--- src/rtl/pc_seq_pkg.sv ---
package pc_seq_pkg;
  parameter int XLEN   = 32;
  parameter int JFIELD = 26;
  parameter int IMMW   = 16;
  localparam int HIKEEP = XLEN - JFIELD - 2;

  typedef enum logic [1:0] {
    SRC_ALU  = 2'b00,
    SRC_TGT  = 2'b01,
    SRC_JMP  = 2'b10,
    SRC_HOLD = 2'b11
  } pc_src_e;
endpackage

--- src/rtl/pc_offset_ext.sv ---
module pc_offset_ext #(
  parameter int IMMW = 16,
  parameter int XLEN = 32
) (
  input  logic [IMMW-1:0] imm,
  output logic [XLEN-1:0] offset
);
  localparam int FILL = XLEN - IMMW - 2;
  // sign extension and a shift by two in one concatenation
  assign offset = {{FILL{imm[IMMW-1]}}, imm, 2'b00};
endmodule

--- src/rtl/pc_next_mux.sv ---
module pc_next_mux
  import pc_seq_pkg::*;
#(
  parameter int XLEN   = 32,
  parameter int JFIELD = 26
) (
  input  logic [XLEN-1:0]   cur_pc,
  input  logic [XLEN-1:0]   alu_res,
  input  logic [XLEN-1:0]   tgt_val,
  input  logic [JFIELD-1:0] jfield,
  input  logic [1:0]        sel,
  input  logic              wr,
  input  logic              wr_cond,
  input  logic              zero,
  output logic [XLEN-1:0]   nxt_pc,
  output logic              load
);
  localparam int KEEP = XLEN - JFIELD - 2;

  logic [XLEN-1:0] jump_addr;
  logic            strobe;
  pc_src_e         src;

  assign src       = pc_src_e'(sel);
  assign jump_addr = {cur_pc[XLEN-1 -: KEEP], jfield, 2'b00};
  assign strobe    = wr | (wr_cond & zero);

  always_comb begin
    nxt_pc = cur_pc;
    load   = 1'b0;
    unique case (src)
      SRC_ALU:  begin nxt_pc = alu_res;   load = strobe; end
      SRC_TGT:  begin nxt_pc = tgt_val;   load = strobe; end
      SRC_JMP:  begin nxt_pc = jump_addr; load = strobe; end
      SRC_HOLD: begin nxt_pc = cur_pc;    load = 1'b0;   end
      default:  begin nxt_pc = cur_pc;    load = 1'b0;   end
    endcase
  end
endmodule

--- src/rtl/pc_state_reg.sv ---
module pc_state_reg #(
  parameter int W = 32
) (
  input  logic         clk,
  input  logic         rst,
  input  logic         en,
  input  logic [W-1:0] d,
  output logic [W-1:0] q
);
  always_ff @(posedge clk) begin
    if (rst)     q <= '0;
    else if (en) q <= d;
  end
endmodule

--- src/rtl/pc_sequencer.sv ---
module pc_sequencer
  import pc_seq_pkg::*;
#(
  parameter int XLEN   = pc_seq_pkg::XLEN,
  parameter int JFIELD = pc_seq_pkg::JFIELD,
  parameter int IMMW   = pc_seq_pkg::IMMW
) (
  input  logic              clk,
  input  logic              rst,
  input  logic [XLEN-1:0]   alu_res,
  input  logic              alu_zero,
  input  logic [JFIELD-1:0] ir_jump,
  input  logic [IMMW-1:0]   ir_imm,
  input  logic              pc_wr,
  input  logic              pc_wr_cond,
  input  logic [1:0]        pc_sel,
  input  logic              tgt_wr,
  output logic [XLEN-1:0]   pc,
  output logic [XLEN-1:0]   target,
  output logic [XLEN-1:0]   offset_word
);
  logic [XLEN-1:0] nxt_pc;
  logic            pc_load;

  pc_offset_ext #(.IMMW(IMMW), .XLEN(XLEN)) u_ext (
    .imm    (ir_imm),
    .offset (offset_word)
  );

  pc_next_mux #(.XLEN(XLEN), .JFIELD(JFIELD)) u_mux (
    .cur_pc  (pc),
    .alu_res (alu_res),
    .tgt_val (target),
    .jfield  (ir_jump),
    .sel     (pc_sel),
    .wr      (pc_wr),
    .wr_cond (pc_wr_cond),
    .zero    (alu_zero),
    .nxt_pc  (nxt_pc),
    .load    (pc_load)
  );

  pc_state_reg #(.W(XLEN)) u_pc_reg (
    .clk (clk),
    .rst (rst),
    .en  (pc_load),
    .d   (nxt_pc),
    .q   (pc)
  );

  pc_state_reg #(.W(XLEN)) u_tgt_reg (
    .clk (clk),
    .rst (rst),
    .en  (tgt_wr),
    .d   (alu_res),
    .q   (target)
  );
endmodule

--- config.mk ---
export PLATFORM = sky130hd
export DESIGN_NAME = pc_sequencer
export DESIGN_NICKNAME = d
export VERILOG_FILES = /design/src/rtl/pc_seq_pkg.sv /design/src/rtl/pc_offset_ext.sv /design/src/rtl/pc_next_mux.sv /design/src/rtl/pc_state_reg.sv /design/src/rtl/pc_sequencer.sv
export SDC_FILE = /design/constraint.sdc
export NUM_CORES = 1
export LEC_CHECK = 0
export BUFFER_PORTS_ARGS = -buffer_cell sky130_fd_sc_hd__buf_2
export CORE_AREA = 10 10 134 75
export DETAILED_ROUTE_END_ITERATION = 7
export DIE_AREA = 0 0 144 85
export PLACE_DENSITY = 0.76
export SKIP_LAST_GASP = 1
export SLEW_MARGIN = 0
export SYNTH_ARGS = -nofsm -noshare
export SYNTH_HDL_FRONTEND = slang
export SYNTH_SLANG_ARGS = --single-unit
--- constraint.sdc ---
create_clock -name clk -period 4.1 [get_ports clk]
set_input_delay 0.615 -clock clk [delete_from_list [all_inputs] [get_ports clk]]
set_output_delay 0.615 -clock clk [all_outputs]
set_load 0.1 [all_outputs]
== Yosys cells after proc, flatten, opt, wreduce, memory -nomap -nowiden ==
Cells that the tools add are included.

* Flip-flop bits (word level): 64
* Logic and storage cells: 16
* Output and inout port bits: 96
* Input port bits: 82

* Equal/unequal tests: 3
* Muxes and demuxes: 2
* Bitwise logic cells: 4
* Reductions and logical operators: 4

{| class="wikitable"
|+ Operator list
! kind !! number
|-
| case mux 32 bit (3 select lines) || 1
|-
| == test 2 bit (second input constant) || 2
|-
| AND reduction 3 bit || 1
|-
| OR reduction 3 bit || 1
|-
| == test 2 x 1 -> 1 bit (second input constant) || 1
|-
| zero test 2 bit || 1
|-
| inverter 1 bit || 2
|-
| case mux 1 bit (2 select lines) || 1
|-
| AND reduction 2 bit || 1
|-
| AND 1 bit || 1
|-
| bitwise OR 1 bit || 1
|}

== Depth between registers and ports, before layout ==
* Word-level depth: 4
* Mapped depth: 8
* Mapped depth without buffers: 5

== Cells and area by module ==
A second synthesis with hierarchy kept.

* Cells, all modules: 292
* Area, all modules: 3383.2 um^2

{| class="wikitable"
|+ Modules (own cells, without submodules)
! module !! seq. area each (um^2) !! area an instance (um^2) !! instances !! cells each
|-
| pc_state_reg || 640.6 || 1163.6 || 2 || 103
|-
| pc_next_mux || 0.0 || 812.0 || 1 || 53
|-
| pc_offset_ext || 0.0 || 244.0 || 1 || 33
|}

== Worst setup path after synthesis ==
OpenSTA, ideal clock, no wires.

* Path type: input -> register
* Start point: input port pc_sel[0]
* End point: register u_pc_reg.q[11]
* Cell stages on the path: 8
* Path buffers: 3
* Arrival time: 1.664 ns
* Data required time: 3.982 ns
* Path slack: 2.318 ns
* Setup time: 0.118 ns
* Path through: inv_1 -> ha_1 -> buf_2 -> buf_2 -> buf_2 -> nand2_1 -> o21ai_0 -> a22o_1

* Longest elaborated chain between the ends: 4
* Elaborated cells between the ends (all ways): 9
* Those cells by class: 3 x eq/ne; 2 x mux; 1 x bitwise; 3 x reduce/logical

{| class="wikitable"
|+ Ends and longest elaborated chain
! element !! RTL line !! source
|-
| start: declaration || pc_sequencer.sv:16 || <nowiki>input logic [1:0] pc_sel,</nowiki>
|-
| == test 2 x 1 -> 1 bit, or another cell as far along || pc_next_mux.sv:31 || <nowiki>unique case (src)</nowiki>
|-
| OR reduction 3 bit (no line) || n/a ||
|-
| case mux 1 bit (2 select lines) || pc_next_mux.sv:31 ||
|-
| AND reduction 2 bit (no line) || n/a ||
|-
| end signal: assignment || pc_state_reg.sv:11 || <nowiki>if (rst) q <= '0;</nowiki>
|-
| end signal: assignment || pc_state_reg.sv:12 || <nowiki>else if (en) q <= d;</nowiki>
|-
| end: declaration || pc_state_reg.sv:8 || <nowiki>output logic [W-1:0] q</nowiki>
|}

Parallel ways exist; a longest one is shown, timed or not.
A chain may end at the register's enable or synchronous reset.

== Worst setup path after layout ==
* Start point: input port pc_sel[0]
* End point: register u_pc_reg.q[1]

Same word-level chain as after synthesis.

==> out/qor.yml <==
clocking:
  ctsLongestPathBuffers: 2
  cts.sinks: 64
  clk_pin_slew_ps: 50
  root_buffer: "clkbuf_16"
  cts_resized: 0
  post_cts_buffers: 0
  cts_made_buffers: 9
  worstSkewPairLatency_ps: 330
  cts_tree: "built"
  hold_buffers: 0
  htree_levels: 3
layout:
  multi_input_area_um2: 1370
  finalInstanceArea_um2: 3760
  fin_nets: 499
  n_fill_cell: 762
  drive_gt1_share_pct: 35.6
  antenna_cells: 0
  seq_area_um2: 1280
  syn2layout_area_growth_pct: 24.3
setup_path:
  crit_path_start_kind: "primary input"
  endpoint_kind: "flip-flop"
  cp.required_ps: 4270
  critPathSlowestCell: "ha_2"
  critical_path_arrival_ps: 2390
  crit_path_start: "pc_sel[0]"
  r2r_start: "u_tgt_reg.q[1]"
  path_max_fanout: 64
  crit_buf_inv: 2
  worstPathCellList: "buf_2 -> inv_1 -> ha_2 -> and3b_1 -> a2111oi_0 -> nor3_1"
  critPathKind: "primary input to flip-flop"
  max_stage_delay_ps: 960
  path_delay_family: "adder cells"
global_route:
  antenna_found_initial: 0
  grt_start_max_net_pins: 65
  grt_use_total_pct: 14.9
  grt_pass1_wl_um: 14700
  grt_pass1_vias: 2739
  grt_overflow_total: 0
floorplanning:
  core.rowCount: 23
  boundaryPins: 178
  start_util_pct: 39.0
  die_h_um: 85
  coreArea_um2: 7740
  die_w_um: 144
  dieArea_um2: 12200
yosys:
  synth.top_cell.area_share_pct: 42.4
  synth-seq-cells: 64
  synthTopCellsByCount: "64 x dfxtp_1, 32 x buf_4, 32 x mux2i_1, 32 x nor2_1"
  yosysWarningCount: 0
  netlist-cell-type-count: 25
  yosysTopAreaCell: "dfxtp_1"
  synth-edff-count: 0
  synth_ff_type: "dfxtp_1"
  synthesis.area_um2: 3020
  avgSynthCellArea_um2: 9.13
  synthArstFlopShare_pct: 0
  synth.area.top_cells: "dfxtp_1 42%, mux2i_1 11%, buf_4 7.9%"
  netlist_instances: 331
  synth.most_common_cell: "dfxtp_1"
  synth_seq_area_share_pct: 42.4
sta:
  post-route-min-period_ps: 2220
  drv_slew: 0
  fin_crit_sh_pct: 54.2
  worst_pin_slew_ps: 1120
  fmax_mhz: 450
  timing.slew.headroom_pct: 25.3
  skew_ps: 3.58
  rsz0062_at_grt: "no"
  setup_viol: 0
  final-hold-violation-count: 0
  tns_ps: 0
power:
  ir_drop_uv: 239
  power_density_nw_per_um2: 540
  p_leak_nw: 1.85
min_path:
  hp-class: "flip-flop to flip-flop"
  worstHoldStart: "u_pc_reg.q[31]"
drt:
  drtIter0Drc: 129
  wl_per_cell_um: 18.3
  wirelength_um: 9520
  dr.pass1.iters: 4
  vias_per_cell: 5.34
  drc: 0
  ant_nets: 0
  num_vias: 2773
placed_design:
  dpl.hpwl_um: 6800
  place_congestion: 0.822
  io_buffers: 129
  dpl_cell_area_um2: 3440
flow_run:
  cap_violations: 0
status:
  status: "finished clean"
==> through the flow <==
stage               std cells  util, %  power, mW  hold slack [ps]  setup slack [ps]
detailed placement        503     44.4       1.23              461              1520
global route              519     48.5       2.11              499              1720
floorplan                 332        -       1.26              762              2320
global placement          503     44.4       1.22              456              1640
CTS                       519     48.5       2.05              471              1880
finish                    519     48.5       2.03              465              1880
==> cells by family (layout without fill, tap and decap cells) <==
| logic type | after synthesis | after routing | share of synthesized area, % |
|---|---|---|---|
| AND/OR/NAND/NOR | 72 | 72 | 10.1 |
| flip-flops | 64 | 64 | 42.4 |
| multiplexers | 32 | 32 | 10.6 |
| AO/OA/AOI/OAI | 97 | 97 | 22.6 |
| adder cells (fa/ha/maj) | 3 | 3 | 1.24 |
| other | 1 | 2 | 0.124 |
| buffers and inverters | 62 | 149 | 12.9 |
==> where the power goes <==
group          internal, mW  switching (mW)  total [mW]
Clock                 0.545           0.271       0.815
Sequential            0.663          0.0252       0.688
Combinational         0.107           0.420       0.527
Total                  1.31           0.716        2.03
==> cell usage in the layout (no fill, tap or decap) <==
master        n
a22o_1       26
a2111oi_0     2
a21oi_1       7
clkinv_2      3
inv_1         3
nor3_1        2
nand2_1      30
nor3_4        1
a211o_1       4
o21ai_0      30
clkinvlp_4    1
ha_2          1
clkbuf_16     9
buf_4         1
a21oi_4       1
a22oi_1      26
nor2_1       32
or2_1         1
dfxtp_1      64
clkbuf_8      1
mux2i_1      32
ha_1          2
nand3b_1      4
conb_1        2
and3b_1       2
bufinv_16     2
a21o_1        1
buf_2       129
==> routing by layer <==
| layer | track usage [%] | share of wire (%) | vias to the layer above |
|---|---|---|---|
| met5 | 0 | 0 | - |
| met4 | 4.06 | 0.82 | 0 |
| met1 | 17.8 | 43 | 1312 |
| met3 | 8.62 | 14 | 10 |
| li1 | - | - | 1311 |
| met2 | 22.3 | 42 | 140 |
==> worst paths after layout <==
check,end,depth (start not counted),slack [ps]
worst min register to register,u_pc_reg.q[31],2,470
worst max-delay path,u_pc_reg.q[1],6,1880
worst min-delay path,u_pc_reg.q[31],2,470
worst max register to register,u_pc_reg.q[1],3,3040
==> state kept, by name, indices dropped and copies added, names as in the netlist <==
register     cells
u_pc_reg.q      32
u_tgt_reg.q     32
==> worst reg2reg max path: cells and delay by family (launching register included) <==
kind | cells | cell delay [ps]
DFF | 1 | 320
AOI/OAI and AO/OA | 1 | 320
and+or+nand+nor | 2 | 270
==> cell type report <==
type | instances | share of cell area, %
clock inverter | 6 | 2.20
clock buffer | 10 | 6.36
multi-input combinational | 206 | 36.3
sequential | 64 | 34.1
inverter | 3 | 0.300
tap | 100 | 3.33
timing repair buffer | 130 | 17.4
(Power assumes the default switching activity.)
